===== src/rtl/eth_cls_pkg.sv =====
package eth_cls_pkg;

    typedef enum logic [1:0] {
        FS_IDLE,
        FS_RUN,
        FS_STREAM,
        FS_DROP
    } frame_st_e;

    typedef struct packed {
        logic [15:0] ptr;
        logic [13:0] size;
    } cls_cmd_t;

    // byte offsets inside the frame that the classifier decodes
    localparam int OFS_ETYPE   = 12;
    localparam int OFS_VIHL    = 14;
    localparam int OFS_PROTO   = 23;
    localparam int OFS_DIP     = 30;
    localparam int OFS_DPORT   = 36;
    localparam int OFS_PAYLOAD = 42;
    localparam int MAC_BYTES   = 6;

    localparam logic [15:0] ETYPE_IPV4 = 16'h0800;
    localparam logic [7:0]  PROTO_UDP  = 8'd17;
    localparam logic [3:0]  IHL_PLAIN  = 4'd5;

endpackage


===== src/rtl/eth_cls_hdr_match.sv =====
module eth_cls_hdr_match
    import eth_cls_pkg::*;
#(
    parameter int IDX_W    = 11,
    parameter int UDP_PORT = 1000
) (
    input  logic             clk,
    input  logic             rst_n,
    input  logic             byte_en,
    input  logic [IDX_W-1:0] idx,
    input  logic [7:0]       data,
    input  logic [47:0]      cfg_mac,
    input  logic [31:0]      cfg_ip,
    output logic             mac_hit,
    output logic             udp_hit
);

    localparam logic [15:0] PORT_V = 16'(UDP_PORT);

    typedef struct packed {
        logic uc;
        logic bc;
        logic ipv4;
        logic ihl;
        logic proto;
        logic dip;
        logic port;
    } match_s;

    match_s q, d;

    function automatic logic [7:0] mac_byte(input logic [47:0] m, input int i);
        return 8'(m >> (8 * (MAC_BYTES - 1 - i)));
    endfunction

    function automatic logic [7:0] ip_byte(input logic [31:0] a, input int i);
        return 8'(a >> (8 * (3 - i)));
    endfunction

    always_comb begin
        int i;
        i = int'(idx);
        d = q;
        if (byte_en) begin
            if (i == 0) begin
                d = '{default: 1'b1};
            end
            if (i < MAC_BYTES) begin
                d.uc = d.uc & (data == mac_byte(cfg_mac, i));
                d.bc = d.bc & (data == 8'hFF);
            end
            if (i == OFS_ETYPE) begin
                d.ipv4 = d.ipv4 & (data == ETYPE_IPV4[15:8]);
            end
            if (i == OFS_ETYPE + 1) begin
                d.ipv4 = d.ipv4 & (data == ETYPE_IPV4[7:0]);
            end
            if (i == OFS_VIHL) begin
                d.ihl = d.ihl & (data[3:0] == IHL_PLAIN);
            end
            if (i == OFS_PROTO) begin
                d.proto = d.proto & (data == PROTO_UDP);
            end
            if (i >= OFS_DIP && i < OFS_DIP + 4) begin
                d.dip = d.dip & (data == ip_byte(cfg_ip, i - OFS_DIP));
            end
            if (i == OFS_DPORT) begin
                d.port = d.port & (data == PORT_V[15:8]);
            end
            if (i == OFS_DPORT + 1) begin
                d.port = d.port & (data == PORT_V[7:0]);
            end
        end
    end

    always_ff @(posedge clk) begin
        if (!rst_n) begin
            q <= '0;
        end else begin
            q <= d;
        end
    end

    assign mac_hit = q.uc | q.bc;
    assign udp_hit = q.ipv4 & q.ihl & q.proto & q.dip & q.port;

endmodule


===== src/rtl/eth_cls_slots.sv =====
module eth_cls_slots #(
    parameter int NUM_SLOTS  = 16,
    parameter int SLOT_BYTES = 1536,
    parameter int PTR_W      = 16,
    parameter int DROP_W     = 16
) (
    input  logic              clk,
    input  logic              rst_n,
    input  logic              commit,
    input  logic              release_i,
    input  logic              sof_drop,
    output logic [PTR_W-1:0]  slot_ptr,
    output logic              has_free,
    output logic [DROP_W-1:0] drop_count
);

    localparam int SW = $clog2(NUM_SLOTS);
    localparam int UW = $clog2(NUM_SLOTS + 1);
    localparam logic [SW-1:0] LAST_SLOT = SW'(NUM_SLOTS - 1);
    localparam logic [UW-1:0] ALL_USED  = UW'(NUM_SLOTS);

    typedef struct packed {
        logic [SW-1:0]     wslot;
        logic [UW-1:0]     used;
        logic [DROP_W-1:0] drops;
    } slot_s;

    slot_s q, d;
    logic  rel_ok;

    always_comb begin
        d      = q;
        rel_ok = release_i && (q.used != '0);
        if (commit) begin
            d.wslot = (q.wslot == LAST_SLOT) ? '0 : q.wslot + 1'b1;
        end
        d.used = q.used + UW'(commit) - UW'(rel_ok);
        if (sof_drop && (q.drops != '1)) begin
            d.drops = q.drops + 1'b1;
        end
    end

    always_ff @(posedge clk) begin
        if (!rst_n) begin
            q <= '0;
        end else begin
            q <= d;
        end
    end

    assign slot_ptr   = PTR_W'(int'(q.wslot) * SLOT_BYTES);
    assign has_free   = (q.used != ALL_USED);
    assign drop_count = q.drops;

    p_used_bound_r6: assert property (@(posedge clk) disable iff (!rst_n)
        q.used <= ALL_USED);

    p_commit_room_r6: assert property (@(posedge clk) disable iff (!rst_n)
        commit |-> (q.used < ALL_USED));

    p_drop_step_r8: assert property (@(posedge clk) disable iff (!rst_n)
        (sof_drop && (q.drops != '1)) |=> (q.drops == $past(q.drops) + DROP_W'(1)));

    p_drop_sat_r8: assert property (@(posedge clk) disable iff (!rst_n)
        (q.drops == '1) |=> (q.drops == '1));

endmodule


===== src/rtl/eth_cls_cmd_fifo.sv =====
module eth_cls_cmd_fifo
    import eth_cls_pkg::*;
#(
    parameter int DEPTH = 8
) (
    input  logic     clk,
    input  logic     rst_n,
    input  logic     push,
    input  cls_cmd_t din,
    input  logic     pop,
    output logic     valid,
    output cls_cmd_t head,
    output logic     full
);

    localparam int AW = $clog2(DEPTH);
    localparam int CW = $clog2(DEPTH + 1);
    localparam logic [AW-1:0] LAST_IX = AW'(DEPTH - 1);
    localparam logic [CW-1:0] CNT_MAX = CW'(DEPTH);

    typedef struct packed {
        cls_cmd_t [DEPTH-1:0] mem;
        logic [AW-1:0]        wp;
        logic [AW-1:0]        rp;
        logic [CW-1:0]        cnt;
    } fifo_s;

    fifo_s q, d;
    logic  do_push, do_pop;

    always_comb begin
        d       = q;
        do_push = push && (q.cnt != CNT_MAX);
        do_pop  = pop && (q.cnt != '0);
        if (do_push) begin
            d.mem[q.wp] = din;
            d.wp        = (q.wp == LAST_IX) ? '0 : q.wp + 1'b1;
        end
        if (do_pop) begin
            d.rp = (q.rp == LAST_IX) ? '0 : q.rp + 1'b1;
        end
        d.cnt = q.cnt + CW'(do_push) - CW'(do_pop);
    end

    always_ff @(posedge clk) begin
        if (!rst_n) begin
            q <= '0;
        end else begin
            q <= d;
        end
    end

    assign valid = (q.cnt != '0);
    assign head  = q.mem[q.rp];
    assign full  = (q.cnt == CNT_MAX);

    p_no_overflow_r7: assert property (@(posedge clk) disable iff (!rst_n)
        push |-> !full);

    p_cnt_bound_r7: assert property (@(posedge clk) disable iff (!rst_n)
        q.cnt <= CNT_MAX);

endmodule


===== src/rtl/eth_rx_classifier.sv =====
module eth_rx_classifier
    import eth_cls_pkg::*;
#(
    parameter int MAX_FRAME  = 1514,
    parameter int SLOT_BYTES = 1536,
    parameter int NUM_SLOTS  = 16,
    parameter int CMD_DEPTH  = 8,
    parameter int DROP_W     = 16,
    parameter int UDP_PORT   = 1000
) (
    input  logic              clk,
    input  logic              rst_n,
    input  logic              rx_valid,
    input  logic [7:0]        rx_data,
    input  logic              rx_last,
    input  logic [47:0]       local_mac,
    input  logic [31:0]       local_ip,
    output logic              strm_valid,
    output logic [7:0]        strm_data,
    output logic              strm_last,
    output logic              strm_abort,
    output logic              buf_we,
    output logic [15:0]       buf_addr,
    output logic [7:0]        buf_wdata,
    output logic              cmd_valid,
    output logic [15:0]       cmd_ptr,
    output logic [13:0]       cmd_size,
    input  logic              cmd_pop,
    input  logic              slot_release,
    output logic [DROP_W-1:0] drop_count
);

    localparam int IDX_W = $clog2(MAX_FRAME + 2);
    localparam logic [IDX_W-1:0] IDX_OVER    = IDX_W'(MAX_FRAME);
    localparam logic [IDX_W-1:0] IDX_MACDONE = IDX_W'(MAC_BYTES);
    localparam logic [IDX_W-1:0] IDX_ETYPE   = IDX_W'(OFS_ETYPE);
    localparam logic [IDX_W-1:0] IDX_PAYLOAD = IDX_W'(OFS_PAYLOAD);
    localparam logic [IDX_W-1:0] IDX_MINLAST = IDX_W'(OFS_ETYPE + 1);
    localparam int BUF_BYTES = NUM_SLOTS * SLOT_BYTES;

    typedef struct packed {
        frame_st_e        st;
        logic [IDX_W-1:0] idx;
        logic             s_valid;
        logic [7:0]       s_data;
        logic             s_last;
        logic             s_abort;
        logic             we;
        logic [15:0]      addr;
        logic [7:0]       wdata;
    } cls_s;

    cls_s     q, d;
    logic     mac_hit, udp_hit;
    logic     has_free, fifo_full;
    logic     commit, sof_drop, over;
    logic [15:0] slot_ptr;
    cls_cmd_t push_cmd, head_cmd;

    eth_cls_hdr_match #(
        .IDX_W    (IDX_W),
        .UDP_PORT (UDP_PORT)
    ) u_match (
        .clk     (clk),
        .rst_n   (rst_n),
        .byte_en (rx_valid),
        .idx     (q.idx),
        .data    (rx_data),
        .cfg_mac (local_mac),
        .cfg_ip  (local_ip),
        .mac_hit (mac_hit),
        .udp_hit (udp_hit)
    );

    eth_cls_slots #(
        .NUM_SLOTS  (NUM_SLOTS),
        .SLOT_BYTES (SLOT_BYTES),
        .PTR_W      (16),
        .DROP_W     (DROP_W)
    ) u_slots (
        .clk        (clk),
        .rst_n      (rst_n),
        .commit     (commit),
        .release_i  (slot_release),
        .sof_drop   (sof_drop),
        .slot_ptr   (slot_ptr),
        .has_free   (has_free),
        .drop_count (drop_count)
    );

    eth_cls_cmd_fifo #(
        .DEPTH (CMD_DEPTH)
    ) u_fifo (
        .clk   (clk),
        .rst_n (rst_n),
        .push  (commit),
        .din   (push_cmd),
        .pop   (cmd_pop),
        .valid (cmd_valid),
        .head  (head_cmd),
        .full  (fifo_full)
    );

    always_comb begin
        d         = q;
        d.s_valid = 1'b0;
        d.s_last  = 1'b0;
        d.s_abort = 1'b0;
        d.we      = 1'b0;
        commit    = 1'b0;
        sof_drop  = 1'b0;
        over      = (q.idx == IDX_OVER);
        push_cmd.ptr  = slot_ptr;
        push_cmd.size = 14'(q.idx - IDX_W'(OFS_ETYPE - 1));
        if (rx_valid) begin
            d.idx = over ? q.idx : q.idx + 1'b1;
            unique case (q.st)
                FS_IDLE: begin
                    if (!has_free || fifo_full) begin
                        sof_drop = 1'b1;
                        d.st     = FS_DROP;
                    end else begin
                        d.st = FS_RUN;
                    end
                end
                FS_RUN: begin
                    if (over) begin
                        d.st = FS_DROP;
                    end else if ((q.idx == IDX_MACDONE) && !mac_hit) begin
                        d.st = FS_DROP;
                    end else if ((q.idx == IDX_PAYLOAD) && udp_hit) begin
                        d.st      = FS_STREAM;
                        d.s_valid = 1'b1;
                        d.s_data  = rx_data;
                        d.s_last  = rx_last;
                    end else if (q.idx >= IDX_ETYPE) begin
                        d.we    = 1'b1;
                        d.addr  = slot_ptr + 16'(q.idx - IDX_ETYPE);
                        d.wdata = rx_data;
                        commit  = rx_last && (q.idx >= IDX_MINLAST);
                    end
                end
                FS_STREAM: begin
                    if (over) begin
                        d.s_abort = 1'b1;
                        d.st      = FS_DROP;
                    end else begin
                        d.s_valid = 1'b1;
                        d.s_data  = rx_data;
                        d.s_last  = rx_last;
                    end
                end
                default: begin
                    d.st = FS_DROP;
                end
            endcase
            if (rx_last) begin
                d.st  = FS_IDLE;
                d.idx = '0;
            end
        end
    end

    always_ff @(posedge clk) begin
        if (!rst_n) begin
            q    <= '0;
            q.st <= FS_IDLE;
        end else begin
            q <= d;
        end
    end

    assign strm_valid = q.s_valid;
    assign strm_data  = q.s_data;
    assign strm_last  = q.s_last;
    assign strm_abort = q.s_abort;
    assign buf_we     = q.we;
    assign buf_addr   = q.addr;
    assign buf_wdata  = q.wdata;
    assign cmd_ptr    = head_cmd.ptr;
    assign cmd_size   = head_cmd.size;

    p_route_excl_r3: assert property (@(posedge clk) disable iff (!rst_n)
        !(strm_valid && buf_we));

    p_abort_alone_r5: assert property (@(posedge clk) disable iff (!rst_n)
        strm_abort |-> (!strm_valid && !strm_last));

    p_addr_range_r6: assert property (@(posedge clk) disable iff (!rst_n)
        buf_we |-> (int'(buf_addr) < BUF_BYTES));

    p_cmd_size_r7: assert property (@(posedge clk) disable iff (!rst_n)
        commit |-> ((push_cmd.size >= 14'd2) && (int'(push_cmd.size) <= MAX_FRAME - OFS_ETYPE)));

    p_stream_after_hdr_r3: assert property (@(posedge clk) disable iff (!rst_n)
        (rx_valid && (q.st == FS_STREAM)) |-> (q.idx > IDX_PAYLOAD));

endmodule


===== config.mk =====
export PLATFORM = sky130hd
export DESIGN_NAME = eth_rx_classifier
export DESIGN_NICKNAME = d
export VERILOG_FILES = /design/src/rtl/eth_cls_pkg.sv /design/src/rtl/eth_cls_hdr_match.sv /design/src/rtl/eth_cls_slots.sv /design/src/rtl/eth_cls_cmd_fifo.sv /design/src/rtl/eth_rx_classifier.sv
export SDC_FILE = /design/constraint.sdc
export NUM_CORES = 1
export LEC_CHECK = 0
export BUFFER_PORTS_ARGS = -buffer_cell sky130_fd_sc_hd__clkbuf_2
export CORE_UTILIZATION = 55
export DETAILED_ROUTE_END_ITERATION = 6
export GPL_ROUTABILITY_DRIVEN = 0
export PLACE_DENSITY = 0.82
export SETUP_SLACK_MARGIN = 0.15
export SLEW_MARGIN = 20
export SYNTH_ARGS = -nofsm -noshare
export SYNTH_HDL_FRONTEND = slang
export SYNTH_SLANG_ARGS = --single-unit

===== constraint.sdc =====
create_clock -name clk -period 5.61 [get_ports clk]
set_clock_uncertainty 0.1 [all_clocks]
set_input_delay 1.683 -clock clk [delete_from_list [all_inputs] [get_ports clk]]
set_output_delay 1.683 -clock clk [all_outputs]
set_load 0.005 [all_outputs]

After elaboration in Yosys (flattened, before gate mapping):

Cells that the tools add are included.
W data, S select, Z words.

* flip-flop bits (word level): 331
* input bits: 94

* $add $sub $neg: 15
* multipliers: 1
* magnitude comparators: 8
* equal/unequal tests: 33
* shifts and indexed selects: 2
* multiplexer cells: 44
* bitwise logic cells: 20
* reduce and logical (&&, ||, !) cells: 25

Operators with widths (count)
* $bwmux W240: 1
* $bmux W30 S3: 1
* $demux W30 S3: 1
* $mux W30: 2
* $shr A48 B32 Y8: 1
* $mux W10: 4
* $eq A11 B5 Y1 const B: 3
* $shr A32 B32 Y8: 1
* $sub A3 B29 Y29 const A: 1
* $mux W25: 1
* $sub A11 B4 Y12 const B: 2
* $eq A11 B6 Y1 const B: 2
* $eq A11 B7 Y1 const B: 2
* $ge A11 B4 Y1 const B: 2
* $pmux W10 S2: 1
* $mux W1: 19
* $add A16 B1 Y16 const B: 1
* $add A16 B16 Y16: 1
* $eq A8 B8 Y1: 2
* $eq A8 B8 Y1 const B: 2
* $ne A16 B16 Y1 const B: 1
* $mux W7: 2
* $and A1 B1 Y1: 13
* $mux W13: 1
* other kinds (49): 81

Depth between registers and ports, before layout:

* word-level depth: 13
* mapped depth: 20
* depth with buffers taken out: 16

Hierarchy:

From an unflattened synthesis, not the netlist that was laid out.

* cells, all modules: 1809
* area total of the unflattened synthesis: 17817.1 sq um

By module, submodules not included
* eth_cls_cmd_fifo: times used 1, cells an instance 992, area an instance 10985.5 sq um, sequential area each 5004.8 sq um
* eth_rx_classifier: times used 1, cells an instance 413, area an instance 3379.5 sq um, sequential area each 980.9 sq um
* eth_cls_hdr_match: times used 1, cells an instance 209, area an instance 1761.7 sq um, sequential area each 140.1 sq um
* eth_cls_slots: times used 1, cells an instance 195, area an instance 1690.4 sq um, sequential area each 500.5 sq um

Least setup slack after synthesis:

Ideal clock, no wire load.

* kind: reg-to-reg
* start point: register q[37] in the netlist's numbering
* end point: register u_match.q[1] in the netlist's numbering
* setup time: 0.077 ns
* data arrival time: 4.181 ns
* slack: 1.252 ns
* cell stages (with the launch flop): 17
* period minus slack after synthesis: 4.358 ns
* cells stage by stage: dfxtp_1 buf_1 clkbuf_1 inv_1 ha_1 clkbuf_1 inv_1 ha_1 nor3b_1 nand2_1 ha_1 nor4b_1 o2111ai_1 a211oi_4 a2bb2oi_1 or4_1 a41oi_2

* longest elaborated chain between the ends: 6
* elaborated cells on any way between the ends: 12
* those cells by class: add/sub: 2; order compare: 2; eq/ne: 1; shift: 1; mux: 3; bitwise: 1; reduce/logical: 2

Ends and longest elaborated chain
* start: declaration: RTL line eth_rx_classifier.sv:53 `cls_s q, d;`
* $sub A11 B5 Y12: RTL line eth_cls_hdr_match.sv:65 `d.dip = d.dip & (data == ip_byte(cfg_ip, i - OFS_DIP));`
* $sub A3 B29 Y29: RTL line eth_cls_hdr_match.sv:37 `return 8'(a >> (8 * (3 - i)));`
* $shr A32 B32 Y8: RTL line eth_cls_hdr_match.sv:37
* $eq A8 B8 Y1: RTL line eth_cls_hdr_match.sv:65
* $and A1 B1 Y1: RTL line eth_cls_hdr_match.sv:65
* $mux W1 (*): RTL line eth_cls_hdr_match.sv:64 `if (i >= OFS_DIP && i < OFS_DIP + 4) begin`
* end signal: assignment: RTL line eth_cls_hdr_match.sv:78 `q <= '0;`
* end signal: assignment: RTL line eth_cls_hdr_match.sv:80 `q <= d;`
* end: declaration: RTL line eth_cls_hdr_match.sv:30 `match_s q, d;`

Every way passes the cells marked *; elsewhere a longest branch is shown, timed or not. The select of a mux whose other input is x is not followed.
A chain may end at the register's enable or synchronous reset.

Worst setup path in the final report:

* start point: register u_fifo.q[4] in the netlist's numbering
* end point: output cmd_size[11]

* longest elaborated chain between the ends: 2

Ends and longest elaborated chain
* start: declaration: RTL line eth_cls_cmd_fifo.sv:28 `fifo_s q, d;`
* start signal: assignment: RTL line eth_cls_cmd_fifo.sv:47 `q <= '0;`
* start signal: assignment: RTL line eth_cls_cmd_fifo.sv:49 `q <= d;`
* $bmux W30 S3: RTL line eth_cls_cmd_fifo.sv:54 `assign head = q.mem[q.rp];`
* $mux W30 (implied by the code): RTL line eth_cls_cmd_fifo.sv:54
* end: declaration: RTL line eth_rx_classifier.sv:27 `output logic [13:0] cmd_size,`

No other way between the ends. The select of a mux whose other input is x is not followed.

==> impl_metrics.tcl <==
set metrics [dict create \
    die_x_um 154 \
    startpoint_type "register" \
    finalSetupViolCount 0 \
    grt_util_all_layers_pct 26.8 \
    clk_latency_ns 0.53 \
    grt_pass1_vias 10345 \
    synth_top_area_share_pct 36.8 \
    io_buffers 166 \
    p_per_area_nw_per_um2 292 \
    vias 10871 \
    cts_sinks 235 \
    slew_headroom_pct 28.5 \
    grt_max_degree 114 \
    p_comb_share_pct 14.6 \
    antenna_found_initial 0 \
    reg2reg_depth 14 \
    p_leak_uw 0.00557 \
    fill_cells 1883 \
    fp.dieH_um 154 \
    layout_setup_ws_ns 1.05 \
    clockPowerShare_pct 42.7 \
    row_count 55 \
    cts_tree "yes" \
    hold_path_class "reg2reg" \
    area_growth_syn_to_layout_pct 11.3 \
    firstDrtPassIters 6 \
    cts_resized 0 \
    synth-async-reset-ratio_pct 0 \
    cts.htree.levels 1 \
    synth_cells 1466 \
    yosysTopAreaCell "dfxtp_1" \
    clk_pin_slew_worst_paths_ns 0.06 \
    fin_nets 1671 \
    ios 177 \
    path_max_fanout 25 \
    clockBufferDepth 3 \
    post-cts-setup-buffer-count 0 \
    tightest_slew_ns 1.07 \
    cp.arrival_ns 2.77 \
    routedWlPerCell_um 17.5 \
    start_util_pct 56.3 \
    final_common_cell "dfxtp_1" \
    ant_nets 0 \
    final-max-slew-violation-count 0 \
    rsz0062_at_grt "no" \
    synth_edf_count 0 \
    ys_warn_count 0 \
    dominantRegCellSynth "dfxtp_1" \
    synthDistinctLibCells 74 \
    ir_worst_vdd_mv 0.212 \
    ys_seq_area_share_pct 36.8 \
    hold_buffers 0 \
    drive_gt1_share_pct 22.3 \
    grt_pass1_wl_um 52100 \
    max_freq_mhz 219 \
    worstPathRequired_ns 3.83 \
    overflow 0 \
    cap_violations 0 \
    cts-root-buf "clkbuf_16" \
    dp_hpwl_um 22100 \
    crit_path_end_kind "output pin" \
    drc 0 \
    dieArea_um2 23900 \
    intPower_uw 3070 \
    antenna_cells 0 \
    period_share_pct 81.2 \
    seq_power_share_pct 42.7 \
    drt_iter0_markers 908 \
    fin_crit_ns 4.56 \
    synth_area_leaders "dfxtp_1, mux4_2, nor2_1" \
    syn_avg_cell_area_um2 8.72 \
    status "completed" \
    viasPerCell 5.93 \
    sw_frac_of_total_pct 26.3 \
    core_um2 22700 \
    synthesis.area_um2 12800 \
    final_cell_mix "dfxtp_1, nor2_1, nand2_1" \
    hold_violations 0 \
    numCtsBuffers 26 \
    final_util_pct 62.7 \
    power_switching_uw 1090 \
    holdPathStages 2 \
    routed_wl_um 32100 \
    dpl_worst_slack_ns 1.05 \
    tns_ns 0 \
    path_class "reg2out" \
    ys_seq_elements 235 \
]
## final timing paths
| path | startpoint | end | slack (ns) |
|---|---|---|---|
| worst max register to register | q[39] | u_match.q[1] | 1.07 |
| worst min register to register | u_fifo.q[215] | u_fifo.q[215] | 0.36 |
| worst min-delay path | u_fifo.q[215] | u_fifo.q[215] | 0.36 |
| worst max-delay path | u_fifo.q[4] | cmd_size[11] | 1.05 |
## power by group through the flow
stage	logic, µW	registers, µW	clock network [µW]
global placement	574	1810	0
global route	688	1780	1870
CTS	614	1770	1800
finish	606	1780	1780
detailed placement	610	1810	0
floorplan	491	1770	0
## sequential cells by signal, summed over array words and instances (netlist names)
register	count
strm_last	1
strm_abort	1
u_match.q	7
buf_wdata	8
q	13
u_slots.drop_count	16
strm_data	8
buf_addr	16
strm_valid	1
u_slots.q	9
u_fifo.q	154
buf_we	1
## kinds of logic after synthesis
group,after synthesis,synth area share (%)
muxes,93,12.6
buffers and inverters,207,8.18
adders and majority gates,49,5.03
xor gates and xnor gates,55,3.77
and+or+nand+nor,534,19.1
DFF,235,36.8
AOI/OAI and AO/OA,292,14.5
other,1,0.0293
## cells in the mapped netlist, drive strengths merged, types with 5 or more instances
master   count
a21oi      131
nand2      177
a21o         7
nor2       206
buf        100
mux2        27
nand3       32
nor4b        7
nand4       13
a22oi       12
a211oi      66
dfxtp      235
a2111oi      5
a31oi        6
clkbuf      65
inv         41
xor2        22
ha          45
nor4         5
mux2i       14
and3         5
a2bb2oi      5
and2        13
or3         12
nand4b       6
o21ai       31
xnor2       33
a22o         5
mux4        52
nor3        16
nor3b        6
nor2b        8
or2         14
## layer usage
layer  part of all wire (%)  up-vias  track usage, %
met4                    2.6        0            9.19
met2                     47      402            44.5
met3                    7.0       75            4.76
met5                      0        -               0
li1                       -     5191               -
met1                     43     5203            35.2
## final cells by class
type | instances | area, µm² | area share, %
multi-input combinational | 1033 | 7070 | 49.7
sequential | 235 | 4710 | 33.1
inverter | 42 | 163 | 1.14
tap | 285 | 357 | 2.51
clock buffer | 36 | 748 | 5.26
clock inverter | 12 | 159 | 1.12
timing repair buffer | 190 | 1020 | 7.19
## critical path: stages, from the launching register on
cell and delay, ns:
dfxtp_2 0.68, buf_4 0.54, mux4_2 0.57, mux2_2 0.31, clkbuf_2 0.12
## through the flow
step	total power, µW	std cells	cell area (µm²)	hold slack (ns)
global route	4340	1833	14200	0.371
detailed placement	2420	1784	13300	0.344
floorplan	2260	1475	12800	0.333
CTS	4180	1832	14200	0.355
finish	4160	1833	14200	0.357
global placement	2380	1784	13300	0.339
(Power assumes the default switching activity.)
